### config.mk
export PLATFORM = sky130hd
export DESIGN_NAME = cx_expander
export DESIGN_NICKNAME = d
export VERILOG_FILES = /design/src/rtl/cx_pkg.sv /design/src/rtl/cx_quad0.sv /design/src/rtl/cx_quad1.sv /design/src/rtl/cx_quad2.sv /design/src/rtl/cx_expander.sv
export SDC_FILE = /design/constraint.sdc
export NUM_CORES = 1
export LEC_CHECK = 0
export ABC_CLOCK_PERIOD_IN_PS = 1820
export CAP_MARGIN = 30
export CORE_ASPECT_RATIO = 1.75
export CORE_UTILIZATION = 45
export CTS_CLUSTER_SIZE = 14
export DETAILED_ROUTE_END_ITERATION = 10
export MAX_ROUTING_LAYER = met4
export PLACE_DENSITY = 0.66
export SKIP_CTS_REPAIR_TIMING = 1
export SKIP_LAST_GASP = 1
export SLEW_MARGIN = 40
export SYNTH_ARGS = -nofsm -noshare
export SYNTH_HDL_FRONTEND = slang
export SYNTH_SLANG_ARGS = --single-unit
### constraint.sdc
create_clock -name clk -period 1.82 [get_ports clk]
set_input_delay 0.182 -clock clk [delete_from_list [all_inputs] [get_ports clk]]
set_output_delay 0.182 -clock clk [all_outputs]
set_load 0.005 [all_outputs]
### src/rtl/cx_pkg.sv
package cx_pkg;
   localparam int EXP_W = 32;
   localparam int CHW   = 16;

   localparam logic [6:0] OPC_IMM    = 7'b0010011;
   localparam logic [6:0] OPC_REG    = 7'b0110011;
   localparam logic [6:0] OPC_LOAD   = 7'b0000011;
   localparam logic [6:0] OPC_STORE  = 7'b0100011;
   localparam logic [6:0] OPC_LUI    = 7'b0110111;
   localparam logic [6:0] OPC_JAL    = 7'b1101111;
   localparam logic [6:0] OPC_JALR   = 7'b1100111;
   localparam logic [6:0] OPC_BRANCH = 7'b1100011;
   localparam logic [31:0] BREAK_WORD = 32'h0010_0073;

   localparam logic [4:0] REG_ZERO = 5'd0;
   localparam logic [4:0] REG_LINK = 5'd1;
   localparam logic [4:0] REG_SP   = 5'd2;

   typedef struct packed {
      logic [EXP_W-1:0] instr;
      logic             illegal;
   } cx_result_t;

   function automatic logic [31:0] mk_i(input logic [11:0] imm, input logic [4:0] rs1,
                                        input logic [2:0] f3, input logic [4:0] rd,
                                        input logic [6:0] op);
      return {imm, rs1, f3, rd, op};
   endfunction

   function automatic logic [31:0] mk_r(input logic [6:0] f7, input logic [4:0] rs2,
                                        input logic [4:0] rs1, input logic [2:0] f3,
                                        input logic [4:0] rd);
      return {f7, rs2, rs1, f3, rd, OPC_REG};
   endfunction

   function automatic logic [31:0] mk_s(input logic [11:0] imm, input logic [4:0] rs2,
                                        input logic [4:0] rs1);
      return {imm[11:5], rs2, rs1, 3'b010, imm[4:0], OPC_STORE};
   endfunction

   function automatic logic [31:0] mk_b(input logic [12:0] imm, input logic [4:0] rs1,
                                        input logic [2:0] f3);
      return {imm[12], imm[10:5], REG_ZERO, rs1, f3, imm[4:1], imm[11], OPC_BRANCH};
   endfunction

   function automatic logic [31:0] mk_j(input logic [20:0] imm, input logic [4:0] rd);
      return {imm[20], imm[10:1], imm[11], imm[19:12], rd, OPC_JAL};
   endfunction

   function automatic logic [4:0] short_reg(input logic [2:0] f);
      return {2'b01, f};
   endfunction
endpackage

### src/rtl/cx_quad0.sv
module cx_quad0 import cx_pkg::*; (
   input  logic [CHW-1:0] half_i,
   output cx_result_t     res_o
);
   logic [9:0] spn_imm;
   logic [6:0] word_off;
   logic [4:0] rd_c, rs1_c;
   logic       unused_q0;

   assign unused_q0 = ^half_i[1:0];
   assign spn_imm   = {half_i[10:7], half_i[12:11], half_i[5], half_i[6], 2'b00};
   assign word_off  = {half_i[5], half_i[12:10], half_i[6], 2'b00};
   assign rd_c      = short_reg(half_i[4:2]);
   assign rs1_c     = short_reg(half_i[9:7]);

   always_comb begin
      res_o = '0;
      unique case (half_i[15:13])
         3'b000: begin
            res_o.illegal = (spn_imm == '0);
            res_o.instr   = mk_i({2'b00, spn_imm}, REG_SP, 3'b000, rd_c, OPC_IMM);
         end
         3'b010: res_o.instr = mk_i({5'b0, word_off}, rs1_c, 3'b010, rd_c, OPC_LOAD);
         3'b110: res_o.instr = mk_s({5'b0, word_off}, rd_c, rs1_c);
         default: res_o.illegal = 1'b1;
      endcase
      if (res_o.illegal) res_o.instr = '0;
      if (half_i == '0) begin
         assert_zero_half_R1: assert (res_o.illegal && res_o.instr == '0);
      end
   end
endmodule

### src/rtl/cx_quad1.sv
module cx_quad1 import cx_pkg::*; (
   input  logic [CHW-1:0] half_i,
   output cx_result_t     res_o
);
   logic [4:0]  rd;
   logic [4:0]  rp1, rp2;
   logic [5:0]  imm6;
   logic [11:0] imm12;
   logic [11:0] jmp_off;
   logic [8:0]  br_off;
   logic [9:0]  sp_off;
   logic        unused_q1;

   assign unused_q1 = ^half_i[1:0];
   assign rd      = half_i[11:7];
   assign rp1     = short_reg(half_i[9:7]);
   assign rp2     = short_reg(half_i[4:2]);
   assign imm6    = {half_i[12], half_i[6:2]};
   assign imm12   = {{6{half_i[12]}}, imm6};
   assign jmp_off = {half_i[12], half_i[8], half_i[10:9], half_i[6], half_i[7],
                     half_i[2], half_i[11], half_i[5:3], 1'b0};
   assign br_off  = {half_i[12], half_i[6:5], half_i[2], half_i[11:10], half_i[4:3], 1'b0};
   assign sp_off  = {half_i[12], half_i[4:3], half_i[5], half_i[2], half_i[6], 4'b0000};

   always_comb begin
      res_o = '0;
      unique case (half_i[15:13])
         3'b000: res_o.instr = mk_i(imm12, rd, 3'b000, rd, OPC_IMM);
         3'b001: res_o.instr = mk_j({{9{half_i[12]}}, jmp_off}, REG_LINK);
         3'b010: begin
            res_o.illegal = (rd == REG_ZERO);
            res_o.instr   = mk_i(imm12, REG_ZERO, 3'b000, rd, OPC_IMM);
         end
         3'b011: begin
            if (rd == REG_SP) begin
               res_o.instr = mk_i({{2{half_i[12]}}, sp_off}, REG_SP, 3'b000, REG_SP, OPC_IMM);
            end else begin
               res_o.illegal = (rd == REG_ZERO) || (imm6 == '0);
               res_o.instr   = {{14{half_i[12]}}, imm6, rd, OPC_LUI};
            end
         end
         3'b100: begin
            unique case (half_i[11:10])
               2'b00: begin
                  res_o.illegal = half_i[12];
                  res_o.instr   = mk_i({7'b0000000, half_i[6:2]}, rp1, 3'b101, rp1, OPC_IMM);
               end
               2'b01: begin
                  res_o.illegal = half_i[12];
                  res_o.instr   = mk_i({7'b0100000, half_i[6:2]}, rp1, 3'b101, rp1, OPC_IMM);
               end
               2'b10: res_o.instr = mk_i(imm12, rp1, 3'b111, rp1, OPC_IMM);
               default: begin
                  res_o.illegal = half_i[12];
                  unique case (half_i[6:5])
                     2'b00:   res_o.instr = mk_r(7'b0100000, rp2, rp1, 3'b000, rp1);
                     2'b01:   res_o.instr = mk_r(7'b0000000, rp2, rp1, 3'b100, rp1);
                     2'b10:   res_o.instr = mk_r(7'b0000000, rp2, rp1, 3'b110, rp1);
                     default: res_o.instr = mk_r(7'b0000000, rp2, rp1, 3'b111, rp1);
                  endcase
               end
            endcase
         end
         3'b101: res_o.instr = mk_j({{9{half_i[12]}}, jmp_off}, REG_ZERO);
         3'b110: res_o.instr = mk_b({{4{half_i[12]}}, br_off}, rp1, 3'b000);
         default: res_o.instr = mk_b({{4{half_i[12]}}, br_off}, rp1, 3'b001);
      endcase
      if (res_o.illegal) res_o.instr = '0;
      if (half_i[15:13] == 3'b011 && rd == REG_SP) begin
         assert_sp_over_lui_R4: assert (!res_o.illegal && res_o.instr[6:0] == OPC_IMM);
      end
      if (half_i[15:13] == 3'b100 && half_i[11] == 1'b0 && half_i[12]) begin
         assert_shift_bit12_R6: assert (res_o.illegal);
      end
   end
endmodule

### src/rtl/cx_quad2.sv
module cx_quad2 import cx_pkg::*; (
   input  logic [CHW-1:0] half_i,
   output cx_result_t     res_o
);
   logic [4:0] rd, rs2;
   logic [7:0] lsp_off, ssp_off;
   logic       unused_q2;

   assign unused_q2 = ^half_i[1:0];
   assign rd      = half_i[11:7];
   assign rs2     = half_i[6:2];
   assign lsp_off = {half_i[3:2], half_i[12], half_i[6:4], 2'b00};
   assign ssp_off = {half_i[8:7], half_i[12:9], 2'b00};

   always_comb begin
      res_o = '0;
      unique case (half_i[15:13])
         3'b000: begin
            res_o.illegal = half_i[12] || (rd == REG_ZERO);
            res_o.instr   = mk_i({7'b0000000, rs2}, rd, 3'b001, rd, OPC_IMM);
         end
         3'b010: res_o.instr = mk_i({4'b0, lsp_off}, REG_SP, 3'b010, rd, OPC_LOAD);
         3'b100: begin
            if (!half_i[12]) begin
               if (rs2 == REG_ZERO) begin
                  res_o.illegal = (rd == REG_ZERO);
                  res_o.instr   = mk_i(12'h000, rd, 3'b000, REG_ZERO, OPC_JALR);
               end else begin
                  res_o.instr = mk_r(7'b0000000, rs2, REG_ZERO, 3'b000, rd);
               end
            end else if (rs2 == REG_ZERO && rd == REG_ZERO) begin
               res_o.instr = BREAK_WORD;
            end else if (rs2 == REG_ZERO) begin
               res_o.instr = mk_i(12'h000, rd, 3'b000, REG_LINK, OPC_JALR);
            end else begin
               res_o.instr = mk_r(7'b0000000, rs2, rd, 3'b000, rd);
            end
         end
         3'b110: res_o.instr = mk_s({4'b0, ssp_off}, rs2, REG_SP);
         default: res_o.illegal = 1'b1;
      endcase
      if (res_o.illegal) res_o.instr = '0;
      if (half_i[15:12] == 4'b1001 && rd == REG_ZERO && rs2 == REG_ZERO) begin
         assert_break_first_R7: assert (res_o.instr == BREAK_WORD);
      end
   end
endmodule

### src/rtl/cx_expander.sv
module cx_expander import cx_pkg::*; #(
   parameter int          HALF_W    = 16,
   parameter int          WORD_W    = 32,
   parameter bit          OUT_REG   = 1'b1,
   parameter logic [15:0] HALT_CODE = 16'hA001
) (
   input  logic              clk,
   input  logic              rst_n,
   input  logic              in_valid,
   output logic              in_ready,
   input  logic [HALF_W-1:0] in_half,
   output logic              out_valid,
   input  logic              out_ready,
   output logic [WORD_W-1:0] out_instr,
   output logic              out_illegal,
   output logic              out_halt
);
   localparam int PAD_W = WORD_W - HALF_W;

   if (HALF_W != CHW) begin : g_bad_half
      $error("cx_expander: HALF_W must equal %0d", CHW);
   end
   if (WORD_W != EXP_W) begin : g_bad_word
      $error("cx_expander: WORD_W must equal %0d", EXP_W);
   end

   cx_result_t res_q0, res_q1, res_q2, res_sel;
   logic       halt_c;

   cx_quad0 u_q0 (.half_i(in_half), .res_o(res_q0));
   cx_quad1 u_q1 (.half_i(in_half), .res_o(res_q1));
   cx_quad2 u_q2 (.half_i(in_half), .res_o(res_q2));

   always_comb begin
      unique case (in_half[1:0])
         2'b00:   res_sel = res_q0;
         2'b01:   res_sel = res_q1;
         2'b10:   res_sel = res_q2;
         default: res_sel = '{instr: {{PAD_W{1'b0}}, in_half}, illegal: 1'b0};
      endcase
   end
   assign halt_c = (in_half == HALT_CODE);

   if (OUT_REG) begin : g_reg
      logic              vld_r, ill_r, halt_r;
      logic [WORD_W-1:0] ins_r;

      assign in_ready = !vld_r || out_ready;

      always_ff @(posedge clk or negedge rst_n) begin
         if (!rst_n) begin
            vld_r  <= 1'b0;
            ins_r  <= '0;
            ill_r  <= 1'b0;
            halt_r <= 1'b0;
         end else if (in_ready) begin
            vld_r <= in_valid;
            if (in_valid) begin
               ins_r  <= res_sel.instr;
               ill_r  <= res_sel.illegal;
               halt_r <= halt_c;
            end
         end
      end

      assign out_valid   = vld_r;
      assign out_instr   = ins_r;
      assign out_illegal = ill_r;
      assign out_halt    = halt_r;

      assert_hold_stall_R13: assert property (@(posedge clk) disable iff (!rst_n)
         out_valid && !out_ready |=> out_valid && $stable(out_instr)
                                     && $stable(out_illegal) && $stable(out_halt));
      assert_ready_stall_R13: assert property (@(posedge clk) disable iff (!rst_n)
         out_valid && !out_ready |-> !in_ready);
      assert_passthru_R11: assert property (@(posedge clk) disable iff (!rst_n)
         in_valid && in_ready && in_half[1:0] == 2'b11
         |=> out_valid && out_instr == {{PAD_W{1'b0}}, $past(in_half)} && !out_illegal);
   end else begin : g_comb
      assign in_ready    = out_ready;
      assign out_valid   = in_valid;
      assign out_instr   = res_sel.instr;
      assign out_illegal = res_sel.illegal;
      assign out_halt    = halt_c;
   end

   assert_halt_legal_R10: assert property (@(posedge clk) disable iff (!rst_n)
      out_valid && out_halt |-> !out_illegal && out_instr == 32'h0000_006F);
   assert_illegal_zero_R12: assert property (@(posedge clk) disable iff (!rst_n)
      out_valid && out_illegal |-> out_instr == '0);
endmodule

# Yosys cells after proc, flatten, opt, wreduce, memory -nomap -nowiden
# Index checks and enable logic that the tools add are counted.
classes:
  n_eq_ne: 14
  n_mux: 21
  reduce_logical: 15
op_table:
  columns: ["cell", "n"]
  rows:
  - ["one-hot mux 32 bit (7 select lines)", 1]
  - ["one-hot mux 28 bit (4 select lines)", 1]
  - ["2-to-1 mux 25 bit", 4]
  - ["one-hot mux 33 bit (3 select lines)", 1]
  - ["one-hot mux 32 bit (3 select lines)", 1]
  - ["one-hot mux 31 bit (3 select lines)", 1]
  - ["one-hot mux 30 bit (3 select lines)", 1]
  - ["2-to-1 mux 32 bit", 2]
  - ["2-to-1 mux 30 bit", 1]
  - ["2-to-1 mux 29 bit", 1]
  - ["equality test 16 bit, second input constant", 1]
  - ["logical NOT 10 bit", 1]
  - ["logical NOT 5 bit", 2]
  - ["equality test 3 bit, second input constant", 3]
  - ["equality test 2 x 1 -> 1 bit, second input constant", 3]
  - ["equality test 2 bit, second input constant", 3]
  - ["equality test 3 x 2 -> 1 bit, second input constant", 2]
  - ["logical NOT 2 bit", 3]
  - ["logical NOT 6 bit", 1]
  - ["one-hot mux 1 bit (3 select lines)", 2]
  - ["equality test 5 x 2 -> 1 bit, second input constant", 1]
  - ["2-to-1 mux 1 bit", 4]
  - ["equality test 3 x 1 -> 1 bit, second input constant", 1]
  - ["logical NOT 3 bit", 1]
  - ["6 further kinds", 8]
totals:
  regBits: 35
  in_bits: 20
  wordCells: 54

# Logic depth before layout (Yosys ltp)
depth:
  depth_word: 7
  mapped_depth: 8

# Hierarchy
# Synthesis repeated with hierarchy kept, for this count alone.
unflattened:
  hier_cells: 415
  hier_area_um2: 3774.9
by_module_without_submodules:
  columns: ["module", "n_inst", "cells_per_inst", "area_per_inst_um2", "seq_area_each_um2"]
  rows:
  - ["cx_expander", 1, 146, 2098.3, 875.8]
  - ["cx_quad1", 1, 141, 847.1, 0.0]
  - ["cx_quad2", 1, 74, 476.7, 0.0]
  - ["cx_quad0", 1, 54, 352.8, 0.0]

# Worst setup path after synthesis
# OpenSTA, ideal clock, no wires.
synth_path:
  kind: "input -> register"
  start: "in in_half[2]"
  end: "reg g_reg.ins_r[15], in the netlist out_instr[15]"
  arrival_ns: 1.650
  required_time_ns: 1.693
  path_slack_ns: 0.043
  cell_stages: 7
  path_buffers: 2
  cell_sequence: "buf_2 > or3_1 > o32ai_4 > a21oi_4 > buf_2 > a31oi_1 > o22ai_1"
synth_via:
  elab_chain_cells: 7
  word_cells_on_any_way: 16
synth_rtl:
  columns: ["element", "line_no", "source"]
  rows:
  - ["start, declared", "cx_expander.sv:11", "input logic [HALF_W-1:0] in_half,"]
  - ["logical NOT 5 bit", "cx_quad2.sv:25, cx_quad2.sv:31", null]
  - ["logical AND 1 bit", "cx_quad2.sv:31", "end else if (rs2 == REG_ZERO && rd == REG_ZERO) begin"]
  - ["2-to-1 mux 25 bit", "cx_quad2.sv:31", null]
  - ["2-to-1 mux 25 bit", "cx_quad2.sv:24", "if (!half_i[12]) begin"]
  - ["one-hot mux 28 bit (4 select lines)", "cx_quad2.sv:17", "unique case (half_i[15:13])"]
  - ["2-to-1 mux 32 bit", "cx_quad2.sv:42", "if (res_o.illegal) res_o.instr = '0;"]
  - ["one-hot mux 33 bit (3 select lines) *", "cx_expander.sv:35", "unique case (in_half[1:0])"]
  - ["end signal, assigned", "cx_expander.sv:59", "ins_r <= res_sel.instr;"]
  - ["end, declared", "cx_expander.sv:46", "logic [WORD_W-1:0] ins_r;"]
# Mark *: on every way between the ends. The rest lies on a longest branch, timed or not.
# A chain may end at the register's enable or synchronous reset.

# Final worst setup path
layout_path:
  start: "in in_half[10]"
  end: "reg g_reg.ins_r[7], in the netlist out_instr[7]"
layout_via:
  elab_chain_cells: 7
  word_cells_on_any_way: 26
layout_rtl:
  columns: ["element", "line_no"]
  rows:
  - ["logical NOT 5 bit", null]
  - ["logical AND 1 bit", "cx_quad2.sv:31"]
  - ["2-to-1 mux 25 bit", "cx_quad2.sv:31"]
  - ["2-to-1 mux 25 bit", "cx_quad2.sv:24"]
  - ["one-hot mux 28 bit (4 select lines)", "cx_quad2.sv:17"]
  - ["2-to-1 mux 32 bit", "cx_quad2.sv:42"]
  - ["one-hot mux 33 bit (3 select lines) *", "cx_expander.sv:35"]
# Marked as above.

==> reports/qor.yml <==
sta:
  hold_viol: 0
  tightest_slew_ns: 0.512
  finalSetupViolCount: 0
  fmaxAchievable_mhz: 553
  fin_crit_ns: 1.81
  rsz0062_at_grt: "yes"
  finalMaxSlewViolations: 0
  slew_headroom: 0.659
  period_share: 0.994
  fin_worst_skew_ns: 0.00550
global_routing:
  grt_max_degree: 36
  antenna_found_initial: 0
  grt-ovfl-total: 0
  grt_pass1_wl_mm: 21.8
  grtUsageTotal: 0.426
  grt_pass1_vias: 4002
clocking:
  clock-sinks: 35
  clk_latency_ns: 0.30
  clockBufferDepth: 2
  htree_num_levels: 2
  cts_root_buffer: "clkbuf_16"
  clk_pin_slew_ns: 0.06
  cts_buffers: 5
  cts_tree: "done"
detailed_routing:
  routed-via-count: 4140
  wl_per_cell_um: 23.9
  drt_wl_total_mm: 14.8
  remaining_drc_errors: 0
  drt_iter0_markers: 468
  vias_per_cell: 6.70
  ant_nets: 0
  first_pass_iters: 7
critical_path:
  critPathLaunchType: "primary input"
  crit_top_cell: "a31oi_4"
  crit_end: "out_instr[7]$_DFFE_PN0P_"
  worstPathCellList: "dlymetal6s2s_1, or4_4, buf_8, nor3_4, a31oi_4, buf_6, clkbuf_16, a31oi_4, a31oi_1"
  cp.arrival_ns: 1.98
  crit_path_end_kind: "register"
  worstSetupStartpoint: "in_half[10]"
  crit_slowest_cell: "or4_4"
  reg2reg_depth: 6
  critPathRequiredTime_ns: 1.99
  path_class: "primary input to register"
  rrSetupSlack_ns: 0.20
  crit_fanout: 7
  r2r_end: "out_instr[12]$_DFFE_PN0P_"
  r2r-start: "out_valid$_DFFE_PN0N_"
  critPathMaxStageDelay_ns: 0.55
floorplan:
  die_h_um: 111
  io-pin-count: 56
  core_mm2: 0.00654
  die_area_mm2: 0.00712
  rows: 39
  dieWidth_um: 64.2
  start_util: 0.466
final_layout:
  fillers: 495
  diodes: 0
  drive_gt1_frac: 0.325
  syn_to_final_growth_pct: 60.0
  nNetsFinal: 556
  fin_util: 0.746
  multi_input_area_mm2: 0.00209
  register_area_um2: 876
logic_synthesis:
  async_reset_ff_frac: 1.00
  synth_top_family_by_area: "compound AO/OA/AOI/OAI gates"
  ys.flop_type: "dfrtp_1"
  synth_cell_types: 70
  yosys.area_share.adder: 0
  seq_area_frac_synth: 0.287
  syn_area_mm2: 0.00305
  synth_nets: 415
  syn_area_per_cell_um2: 7.72
  synth-compound-area-share: 0.399
  postSynthCellCount: 395
  synth_top_area_cell: "dfrtp_1"
  ys.warnings.count: 0
  synth_xor_area_frac: 0
  ys_top_cells_by_area: "dfrtp_1 (29%), o21ai_0 (6.4%), a31oi_1 (5.1%), nand2_1 (4.8%), a21oi_1 (4.8%)"
  synth-edff-count: 0
  synth_seq_cells: 35
  muxShareOfSynthArea: 0.00657
  synth_top_area_share: 0.287
  synthSimpleGateAreaFrac: 0.230
power_and_ir_drop:
  p_per_area_mw_per_mm2: 605
  max-vdd-ir-drop_mv: 0.412
  seq_power_share: 0.319
  power_w: 0.00295
  switching_share: 0.332
  switchingPower_w: 0.000980
  p_int_w: 0.00197
  clockPowerShare: 0.302
  pwr-share-comb: 0.379
  power_leakage_nw: 2.14
min_path:
  hold_class: "primary input to async pin"
outcome:
  outcome: "completed"
job:
  cap_violations: 0
placement:
  gp_congestion: 1.11
  dpl.hpwl_mm: 10.8
  io_buffer_count: 55
## flip-flops by register name, indices dropped and copies added, names as in the netlist
signal,count
out_illegal,1
out_valid,1
out_instr,32
out_halt,1
## final cells by class
type                       instances  share of cell area
clock buffer                       6              0.0285
clock inverter                     1             0.00103
inverter                           8             0.00616
multi-input combinational        309               0.429
sequential                        35               0.180
tap                               82              0.0210
timing repair buffer             177               0.334
## power by group through the flow
stage                     sequential [W]  clock [W]  combinational [W]
after floorplan                 0.000950          0           0.000427
after detailed placement        0.000953          0            0.00103
after global routing            0.000952   0.000908            0.00117
final                           0.000942   0.000891            0.00112
after CTS                       0.000940   0.000879            0.00104
after global placement          0.000946          0            0.00102
## metrics by stage
stage / cell area, um^2 / cells / TNS, ns / worst slack (ns) / hold slack (ns)
after floorplan: 3050 / 395 / 0 / 0.0431 / -0.114
after global placement: 4440 / 605 / -12.45 / -0.486 / 0.451
after detailed placement: 4440 / 605 / -13.69 / -0.527 / 0.474
after CTS: 4590 / 612 / -4.17 / -0.227 / 0.338
after global routing: 4880 / 618 / -0.107 / -0.0346 / 0.358
final: 4880 / 618 / 0 / 0.0118 / 0.325
## worst max-delay path: cells and delay by family
kind	cells	cell delay (ns)
compound gates	3	0.40
buf+inv	4	0.63
simple gates	2	0.76
## worst min-delay path by stage
stage	startpoint	to	cells past startpoint
final	rst_n	out_instr[10]$_DFFE_PN0P_	2
after global routing	rst_n	out_instr[10]$_DFFE_PN0P_	2
after CTS	rst_n	out_instr[11]$_DFFE_PN0P_	2
after detailed placement	out_instr[31]$_DFFE_PN0P_	out_instr[31]$_DFFE_PN0P_	2
after global placement	out_instr[3]$_DFFE_PN0P_	out_instr[3]$_DFFE_PN0P_	2
after floorplan	rst_n	out_halt$_DFFE_PN0P_	0
## placed cells by master (no fill, tap or decap), types with 3 or more instances in the layout
cell type          n
buf_4            104
nand2_1           39
clkdlybuf4s50_1   39
o21ai_0           37
nor2_1            36
dfrtp_1           35
a21oi_1           27
a31oi_1           21
dlymetal6s2s_1    15
nand3_1           14
buf_6              9
nand2b_1           7
inv_1              7
o211ai_1           7
and2_1             6
clkbuf_16          6
buf_12             6
nor3_1             5
a21boi_0           5
o22ai_1            4
o21ai_1            4
a32o_1             4
nand4_1            3
nand3b_1           3
a221oi_2           3
a31oi_4            3
a22oi_1            3
o31ai_1            3
a21o_1             3
## routing by layer
layer	global-route usage	up-vias	wire length, um
met1	0.471	1912	4870
met4	0.316	0	1360
met2	0.658	356	7120
met3	0.0926	111	1450
met5	-	-	0
li1	-	1761	-
## kinds of logic after synthesis
logic type             after synthesis
AOI/OAI and AO/OA                  168
DFF                                 35
and+or+nand+nor                    139
muxes                                2
buffers and inverters               51
## cells in the mapped netlist (3+ instances only)
library cell  count
and2_1            6
a31oi_1          25
a21boi_0          5
buf_6             3
nor3_1            6
o21ai_0          39
o22ai_1           4
a21o_1            3
clkbuf_1         20
a32o_1            4
nor2_1           37
a21oi_1          29
a22oi_1           3
nor4_1            3
o211ai_1          7
buf_2            15
dfrtp_1          35
o21ai_1           3
inv_1             8
buf_1             4
nand3_1          14
nand3b_1          3
o31ai_1           4
nand2b_1          7
a211oi_1          4
nor2b_1           3
nand2_1          39
a221oi_1          3
nand4_1           3
No activity file was read; power rests on OpenSTA's default activity.
